File: config.mk
export PLATFORM = sky130hd
export DESIGN_NAME = iqs_serializer
export DESIGN_NICKNAME = d
export VERILOG_FILES = /design/src/rtl/iqs_pkg.sv /design/src/rtl/iqs_fetch_ctrl.sv /design/src/rtl/iqs_shifter.sv /design/src/rtl/iqs_lane_steer.sv /design/src/rtl/iqs_serializer.sv
export SDC_FILE = /design/constraint.sdc
export NUM_CORES = 1
export LEC_CHECK = 0
export CORE_MARGIN = 10
export CORE_UTILIZATION = 43
export DETAILED_ROUTE_END_ITERATION = 8
export PLACE_DENSITY = 0.71
export SLEW_MARGIN = 25
export SYNTH_ARGS = -nofsm -noshare
export SYNTH_HDL_FRONTEND = slang
export SYNTH_SLANG_ARGS = --single-unit
File: constraint.sdc
create_clock -name clk -period 1.59 [get_ports clk]
set_clock_uncertainty 0.15 [all_clocks]
set_input_delay 0.159 -clock clk [delete_from_list [all_inputs] [get_ports clk]]
set_output_delay 0.159 -clock clk [all_outputs]
set_load 0.005 [all_outputs]
File: src/rtl/iqs_pkg.sv
package iqs_pkg;

    typedef enum logic [1:0] {
        FETCH_IDLE = 2'd0,
        FETCH_WAIT = 2'd1,
        FETCH_RUN  = 2'd2
    } fetch_state_e;

    typedef struct packed {
        fetch_state_e state;
    } fetch_regs_t;

    typedef struct packed {
        logic sel;
    } steer_regs_t;

endpackage

File: src/rtl/iqs_fetch_ctrl.sv
module iqs_fetch_ctrl
    import iqs_pkg::*;
(
    input  logic clk,
    input  logic rst,
    input  logic fifo_empty,
    input  logic shift_last,
    output logic rd_en,
    output logic load
);

    fetch_regs_t fr_d, fr_q;

    // Next-state and strobe logic
    always_comb begin
        fr_d  = fr_q;
        rd_en = 1'b0;
        load  = 1'b0;
        case (fr_q.state)
            FETCH_IDLE: begin
                if (!fifo_empty && !rst) begin
                    rd_en      = 1'b1;
                    fr_d.state = FETCH_WAIT;
                end
            end
            FETCH_WAIT: begin
                load       = 1'b1;
                fr_d.state = FETCH_RUN;
            end
            FETCH_RUN: begin
                if (shift_last) begin
                    fr_d.state = FETCH_IDLE;
                end
            end
            default: fr_d.state = FETCH_IDLE;
        endcase
    end

    always_ff @(posedge clk) begin
        if (rst) begin
            fr_q.state <= FETCH_IDLE;
        end else begin
            fr_q <= fr_d;
        end
    end

endmodule

File: src/rtl/iqs_shifter.sv
module iqs_shifter #(
    parameter int WORD_W = 32
) (
    input  logic              clk,
    input  logic              rst,
    input  logic              load,
    input  logic [WORD_W-1:0] word,
    output logic              bit_out,
    output logic              active,
    output logic              last
);

    localparam int CNT_W = $clog2(WORD_W + 1);
    localparam logic [CNT_W-1:0] LAST_CNT = CNT_W'(WORD_W);

    typedef struct packed {
        logic [WORD_W-1:0] sh;
        logic [CNT_W-1:0]  cnt;
        logic              bitv;
        logic              act;
    } shift_regs_t;

    shift_regs_t sr_d, sr_q;

    always_comb begin
        sr_d = sr_q;
        if (load) begin
            sr_d.sh   = word >> 1;
            sr_d.bitv = word[0];
            sr_d.cnt  = CNT_W'(1);
            sr_d.act  = 1'b1;
        end else if (sr_q.act) begin
            if (sr_q.cnt == LAST_CNT) begin
                sr_d.act  = 1'b0;
                sr_d.bitv = 1'b0;
                sr_d.cnt  = '0;
                sr_d.sh   = '0;
            end else begin
                sr_d.bitv = sr_q.sh[0];
                sr_d.sh   = sr_q.sh >> 1;
                sr_d.cnt  = sr_q.cnt + CNT_W'(1);
            end
        end
    end

    always_ff @(posedge clk) begin
        if (rst) begin
            sr_q <= '0;
        end else begin
            sr_q <= sr_d;
        end
    end

    assign bit_out = sr_q.bitv;
    assign active  = sr_q.act;
    assign last    = sr_q.act && (sr_q.cnt == LAST_CNT);

endmodule

File: src/rtl/iqs_lane_steer.sv
module iqs_lane_steer
    import iqs_pkg::*;
(
    input  logic clk,
    input  logic rst,
    input  logic active,
    input  logic last,
    input  logic bit_in,
    output logic ser_i,
    output logic ser_q
);

    steer_regs_t st_d, st_q;

    // Flip the lane after each finished word
    always_comb begin
        st_d     = st_q;
        st_d.sel = st_q.sel ^ last;
    end

    always_ff @(posedge clk) begin
        if (rst) begin
            st_q.sel <= 1'b0;
        end else begin
            st_q <= st_d;
        end
    end

    assign ser_i = active && !st_q.sel && bit_in;
    assign ser_q = active &&  st_q.sel && bit_in;

endmodule

File: src/rtl/iqs_serializer.sv
module iqs_serializer #(
    parameter int WORD_W = 32
) (
    input  logic              clk,
    input  logic              rst,
    input  logic              fifo_empty,
    input  logic [WORD_W-1:0] fifo_data,
    output logic              fifo_rd_en,
    output logic              ser_i,
    output logic              ser_q,
    output logic              busy
);

    logic load_w;
    logic bit_w;
    logic active_w;
    logic last_w;

    iqs_fetch_ctrl u_fetch (
        .clk        (clk),
        .rst        (rst),
        .fifo_empty (fifo_empty),
        .shift_last (last_w),
        .rd_en      (fifo_rd_en),
        .load       (load_w)
    );

    iqs_shifter #(.WORD_W(WORD_W)) u_shift (
        .clk     (clk),
        .rst     (rst),
        .load    (load_w),
        .word    (fifo_data),
        .bit_out (bit_w),
        .active  (active_w),
        .last    (last_w)
    );

    iqs_lane_steer u_steer (
        .clk    (clk),
        .rst    (rst),
        .active (active_w),
        .last   (last_w),
        .bit_in (bit_w),
        .ser_i  (ser_i),
        .ser_q  (ser_q)
    );

    assign busy = active_w;

endmodule

Word level (Yosys, flattened, before mapping):

Cells that the tools add are included.

* logic and storage cells: 37
* memories: 0
* output and inout bits: 4
* input port bits: 35
* ROM bits: 0
* latch bits: 0
* memory bits (writable): 0
* flip-flop bits (word level): 42

* multiplexer cells: 10
* shifts and indexed selects: 0
* divide/modulo/power cells: 0
* magnitude comparators: 0
* reductions and logical operators: 13
* equality and inequality tests: 5
* bitwise operators: 1
* multiply operators: 0
* $add $sub $neg: 1

Operator list (number)
* 2-to-1 mux 39 bit: 2
* 2-to-1 mux 37 bit: 1
* adder 6 x 1 -> 6 bit (second input constant): 1
* == test 6 bit (second input constant): 1
* logical AND 1 bit: 6
* one-hot mux 2 bit (3 select lines): 1
* 2-to-1 mux 1 bit: 4
* 2-to-1 mux 2 bit: 2
* inequality test 2 x 1 -> 1 bit (second input constant): 2
* zero test 1 bit: 3
* == test 2 x 1 -> 1 bit (second input constant): 1
* == test 2 bit (second input constant): 1
* zero test 2 bit: 1
* AND reduction 2 bit: 1
* nonzero test 2 bit: 1
* OR reduction 2 bit: 1
* bitwise XOR 1 bit: 1

Depth between registers and ports, before layout:

* word-level depth: 4
* mapped depth: 7
* gate-level depth less buffers: 5

Modules after synthesis:

A second synthesis with hierarchy kept.

* cells, all modules: 235
* area total of the unflattened synthesis: 2354.8 um^2

Modules (own cells, without submodules)
* iqs_shifter: sequential area each 780.7 um^2, area an instance 2228.4 um^2, cells each 222, times used 1
* iqs_fetch_ctrl: sequential area each 40.0 um^2, area an instance 78.8 um^2, cells each 7, times used 1
* iqs_lane_steer: sequential area each 20.0 um^2, area an instance 47.5 um^2, cells each 6, times used 1

Least setup slack after synthesis:

No wires, ideal clock.

* path type: reg-to-reg
* start: register u_shift.sr_q[2] (netlist bit)
* end: register u_steer.st_q
* buffers on the path: 1
* setup time: 121 ps
* path slack: -32 ps
* cell stages (with the launch flop): 7
* clock period less this slack: 1622 ps
* required time: 1319 ps
* data arrival time: 1351 ps
* cell sequence: dfxtp_1 > inv_1 > ha_1 > nand4bb_1 > buf_4 > nor3b_4 > mux2_4

* cells in the longest elaborated chain, start to end: 3

RTL lines
* start: declaration: RTL line iqs_shifter.sv:23 `shift_regs_t sr_d, sr_q;`
* start signal: assignment: RTL line iqs_shifter.sv:50 `sr_q <= sr_d;`
* == test 6 bit: RTL line iqs_shifter.sv:56 `assign last = sr_q.act && (sr_q.cnt == LAST_CNT);`
* logical AND 1 bit: RTL line iqs_shifter.sv:56
* bitwise XOR 1 bit: RTL line iqs_lane_steer.sv:18 `st_d.sel = st_q.sel ^ last;`
* end signal: assignment: RTL line iqs_lane_steer.sv:25 `st_q <= st_d;`
* end: declaration: RTL line iqs_lane_steer.sv:13 `steer_regs_t st_d, st_q;`

Every way passes these cells.
A chain may end at the register's enable or synchronous reset.

Worst setup path after layout:

Ends and elaborated chain as after synthesis.

==> summary.md <==
| Metric | Value |
|---|---|
| Syn-to-layout area delta | `30.9%` |
| Fmax | `0.614 GHz` |
| I/O pins | `39` |
| Sum Neg Setup Slack | `-37.5 ps` |
| Violated checks | `setup timing` |
| Nets | `314` |
| Die area | `roughly 0.008 mm2` |
| Synth Area in Adders | `1.21%` |
| Placed instance count | `320` |
| Minimum period implied by the final worst setup slack | `~1600 ps` |
| Status | `finished, violations left` |
| Most crowded layer after global routing | `met2` |
| CP Capture Point | `u_steer.st_q` |
| Fin. Hold Viols | `0` |
| Yosys warns | `0` |
| CTS Root Cell | `clkbuf_8` |
| Port Buffers | `38` |
| Startpoint Class | `flip-flop` |
| Sequential area share after synthesis | `40.6%` |
| Clock sinks | `42` |
| Avg WL per Cell | `14.8 um` |
| Crit path capture type | `flip-flop` |
| Power per cell area | `842 mW/mm2` |
| Slew @ Worst Pin | `274 ps` |
| Synth Area in XOR/XNOR | `1.27%` |
| Slew Limit Fails | `0` |
| Global-route wire length before repair | `between 8000 and 9000 um` |
| TritonRoute pass-1 iters | `4` |
| Total of max-cap violations | `0` |
| Site Rows | `25` |
| Final period util | `102%` |
| WP depth | `6` |
| CTS tree | `yes` |
| Cell chain of the critical path | `inv_2, ha_4, nand4bb_1, buf_6, nor3b_4, mux2_4` |
| Initial antenna violation count | `0` |
| DP Worst Slack | `-91.4 ps` |
| Leak | `between 0.9 and 1 nW` |
| R2R setup slack | `-40 ps` |
| Worst hold path class | `input pin to flip-flop` |
| Antenna diodes | `0` |
| M3 GR Usage | `around 4.6%` |
| Number of global-route vias before repair | `between 1500 and 2000` |
| Worst-path maximum fanout | `4` |
| Multiplexer share of the synthesized area | `less than 1%` |
| Via count | `1849` |
| Clk_lat worst skew | `300 ps` |
| GRT Overall Usage | `about an eighth` |
| Core Area | `0.00469 mm2` |
| Grt met1 use | `16.0%` |
| Worst IR Drop VDD | `0.000535 V` |
| Simple-gate share of the synthesized area | `22.3%` |
| Worst-path clk slew | `80 ps` |
| Residual DRC | `0` |
| Antenna violation net count after detailed routing | `0` |
| Drt total wl | `4910 um` |
| Chip Height | `89.4 um` |
| Crit path from | `u_shift.sr_q[2]` |
| Largest family of logic cells by synthesized area | `compound AO/OA/AOI/OAI gates` |
| Complex-gate fraction of the synthesized area | `26.9%` |
| RSZ-0062 raised after global routing | `true` |
| Worst path slowest cell | `dfxtp_2` |
| Worst flop-to-flop path startpoint | `u_shift.sr_q[2]` |
| Vias/cell | `5.57` |
| Buf/Inv on CP | `2` |
| Layout cells sized above 1 | `15.1%` |
| Top cell family by delay on the critical path | `simple AND/OR/NAND/NOR gates` |
| Fillers | `426` |
| Final setup vio count | `1` |
| Worst Reg-to-Reg Cells | `6` |
| RR Endpoint | `u_steer.st_q` |
| Placer Congestion | `0.818` |
| Drt initial violations | `119` |
| #FFs+latches synth | `42` |
| Largest net degree at the start of global routing | `42` |
| Max Root-Sink Buffers | `2` |
| Final hold slack | `263 ps` |
| Die Width | `89.4 um` |
| CTS H-tree lvls | `2` |
| Slew margin rel. | `81.7%` |
| GR Util met2 | `19.5%` |
| Placed wire-length estimate | `roughly 3300 um` |
| Crit-path max cell delay | `between 300 and 400 ps` |
| Count of non-filler cells in the finished layout | `332` |
| Distinct cells, synth | `30` |
| Final worst setup slack | `-37.5 ps` |
| Post-Synthesis Cells | `237` |
| Post-synth design cell area | `0.00207 mm2` |
| Worst path required time | `1620 ps` |
| Setup CP Type | `flip-flop to flip-flop` |
| Final Power | `0.00228 W` |
| Total grt overflow | `0` |
| CTS Buf Count | `5` |
| Initial Util | `44.2%` |
| Syn nets | `274` |
| Syn avg cell area | `between 8 and 9 um2` |
| Crit path DAT | `1660 ps` |
layout make-up:
class | count | area, um2 | share of cell area (%)
Clock buffer | 7 | 86.3 | 3.18
Clock inverter | 1 | 5.00 | 0.185
Inverter | 3 | 11.3 | 0.415
Multi-Input combinational cell | 164 | 1110 | 40.8
Sequential cell | 42 | 850 | 31.3
Tap cell | 54 | 67.6 | 2.49
Timing Repair Buffer | 61 | 584 | 21.6
routing by layer:
metal | up-vias | wire (um)
li1 | 960 | -
met1 | 849 | 2340
met2 | 32 | 2170
met3 | 8 | 344
met4 | 0 | 62
met5 | - | 0
cells by family (layout without fill, tap and decap cells):
group	after synthesis	after routing
multiplexers	1	1
XOR/XNOR	3	3
buffers and inverters	31	72
flip-flops	42	42
AND/OR/NAND/NOR	87	87
adder cells (fa/ha/maj)	2	2
AO/OA/AOI/OAI	71	71
Yosys cell counts:
master	count	area [um2]
dfxtp_1	42	841
nor2_1	33	124
nand2b_1	32	200
a311oi_1	31	272
o211ai_1	31	233
buf_2	11	55.1
clkbuf_1	10	37.5
nand2_1	6	22.5
buf_4	4	30.0
buf_1	3	11.3
inv_1	3	11.3
nor3_1	3	15.0
o21ai_0	3	15.0
xor2_1	3	26.3
a21oi_1	2	10.0
ha_1	2	25.0
nand3b_1	2	15.0
nand4_1	2	12.5
nor2b_1	2	12.5
nor4_1	2	12.5
a211oi_1	1	7.51
a31oi_1	1	6.26
and3_1	1	6.26
mux2_4	1	15.0
nand3_1	1	5.00
nand4bb_1	1	11.3
nor3b_4	1	18.8
o22ai_1	1	6.26
o32ai_1	1	8.76
or3_1	1	6.26
sequential cells by signal, summed over array words and instances (netlist names):
signal,flops
u_fetch.fr_q,2
u_shift.active,1
u_shift.bit_out,1
u_shift.sr_q,37
u_steer.st_q,1
worst min-delay path, cell delays in order:
cell,delay [ps]
clkdlybuf4s50_1,390
nand2_1,50
a21oi_1,50
power breakdown:
part | internal [W] | leakage, nW | switching, W | total, W
clock | 0.000351 | 0.0482 | 0.000365 | 0.000715
combinational | 0.000214 | 0.547 | 0.000171 | 0.000385
sequential | 0.00114 | 0.346 | 0.0000481 | 0.00118
total | 0.00170 | 0.942 | 0.000584 | 0.00228
worst min-delay path by stage:
stage / start / to / slack (ps) / cells after the start
floorplan: fifo_empty / u_fetch.fr_q[0] / 90 / 1
global route: fifo_data[31] / u_shift.sr_q[38] / 270 / 3
global placement: u_shift.sr_q[38] / u_shift.sr_q[38] / 320 / 2
finish: fifo_data[31] / u_shift.sr_q[38] / 260 / 3
detailed placement: u_shift.sr_q[23] / u_shift.sr_q[23] / 340 / 2
CTS: fifo_data[31] / u_shift.sr_q[38] / 260 / 3
metrics by stage:
| stage | area [um2] | utilization [%] |
|---|---|---|
| final | 2710 | 57.8 |
| after global placement | 2560 | 54.5 |
| after global routing | 2710 | 57.8 |
| after CTS | 2670 | 56.8 |
| after detailed placement | 2560 | 54.5 |
| after floorplan | 2070 | - |
placed cells by master (no fill, tap or decap), types with 2 or more instances in the layout:
master,Yosys,routed
a21oi_1,2,2
a311oi_1,31,30
buf_12,0,2
buf_4,4,19
buf_6,0,2
clkbuf_8,0,6
clkdlybuf4s50_1,0,34
dfxtp_1,42,37
dfxtp_2,0,4
dlygate4sd2_1,0,3
inv_2,0,2
nand2_1,6,6
nand2b_1,32,31
nand3b_1,2,2
nand4_1,2,2
nor2_1,33,33
nor2b_1,2,2
nor3_1,3,3
nor4_1,2,2
o211ai_1,31,31
o21ai_0,3,2
xor2_1,3,3
timing repair:
| item | in CTS | in global routing |
|---|---|---|
| pin swaps | 0 | 5 |
| hold buffers | 0 | 0 |
| setup endpoints to repair | 4 | 40 |
| endpoints found under the hold margin | 0 | 0 |
| resized for setup | 6 | 9 |
| setup buffers | 2 | 2 |
(Power assumes the default switching activity.)
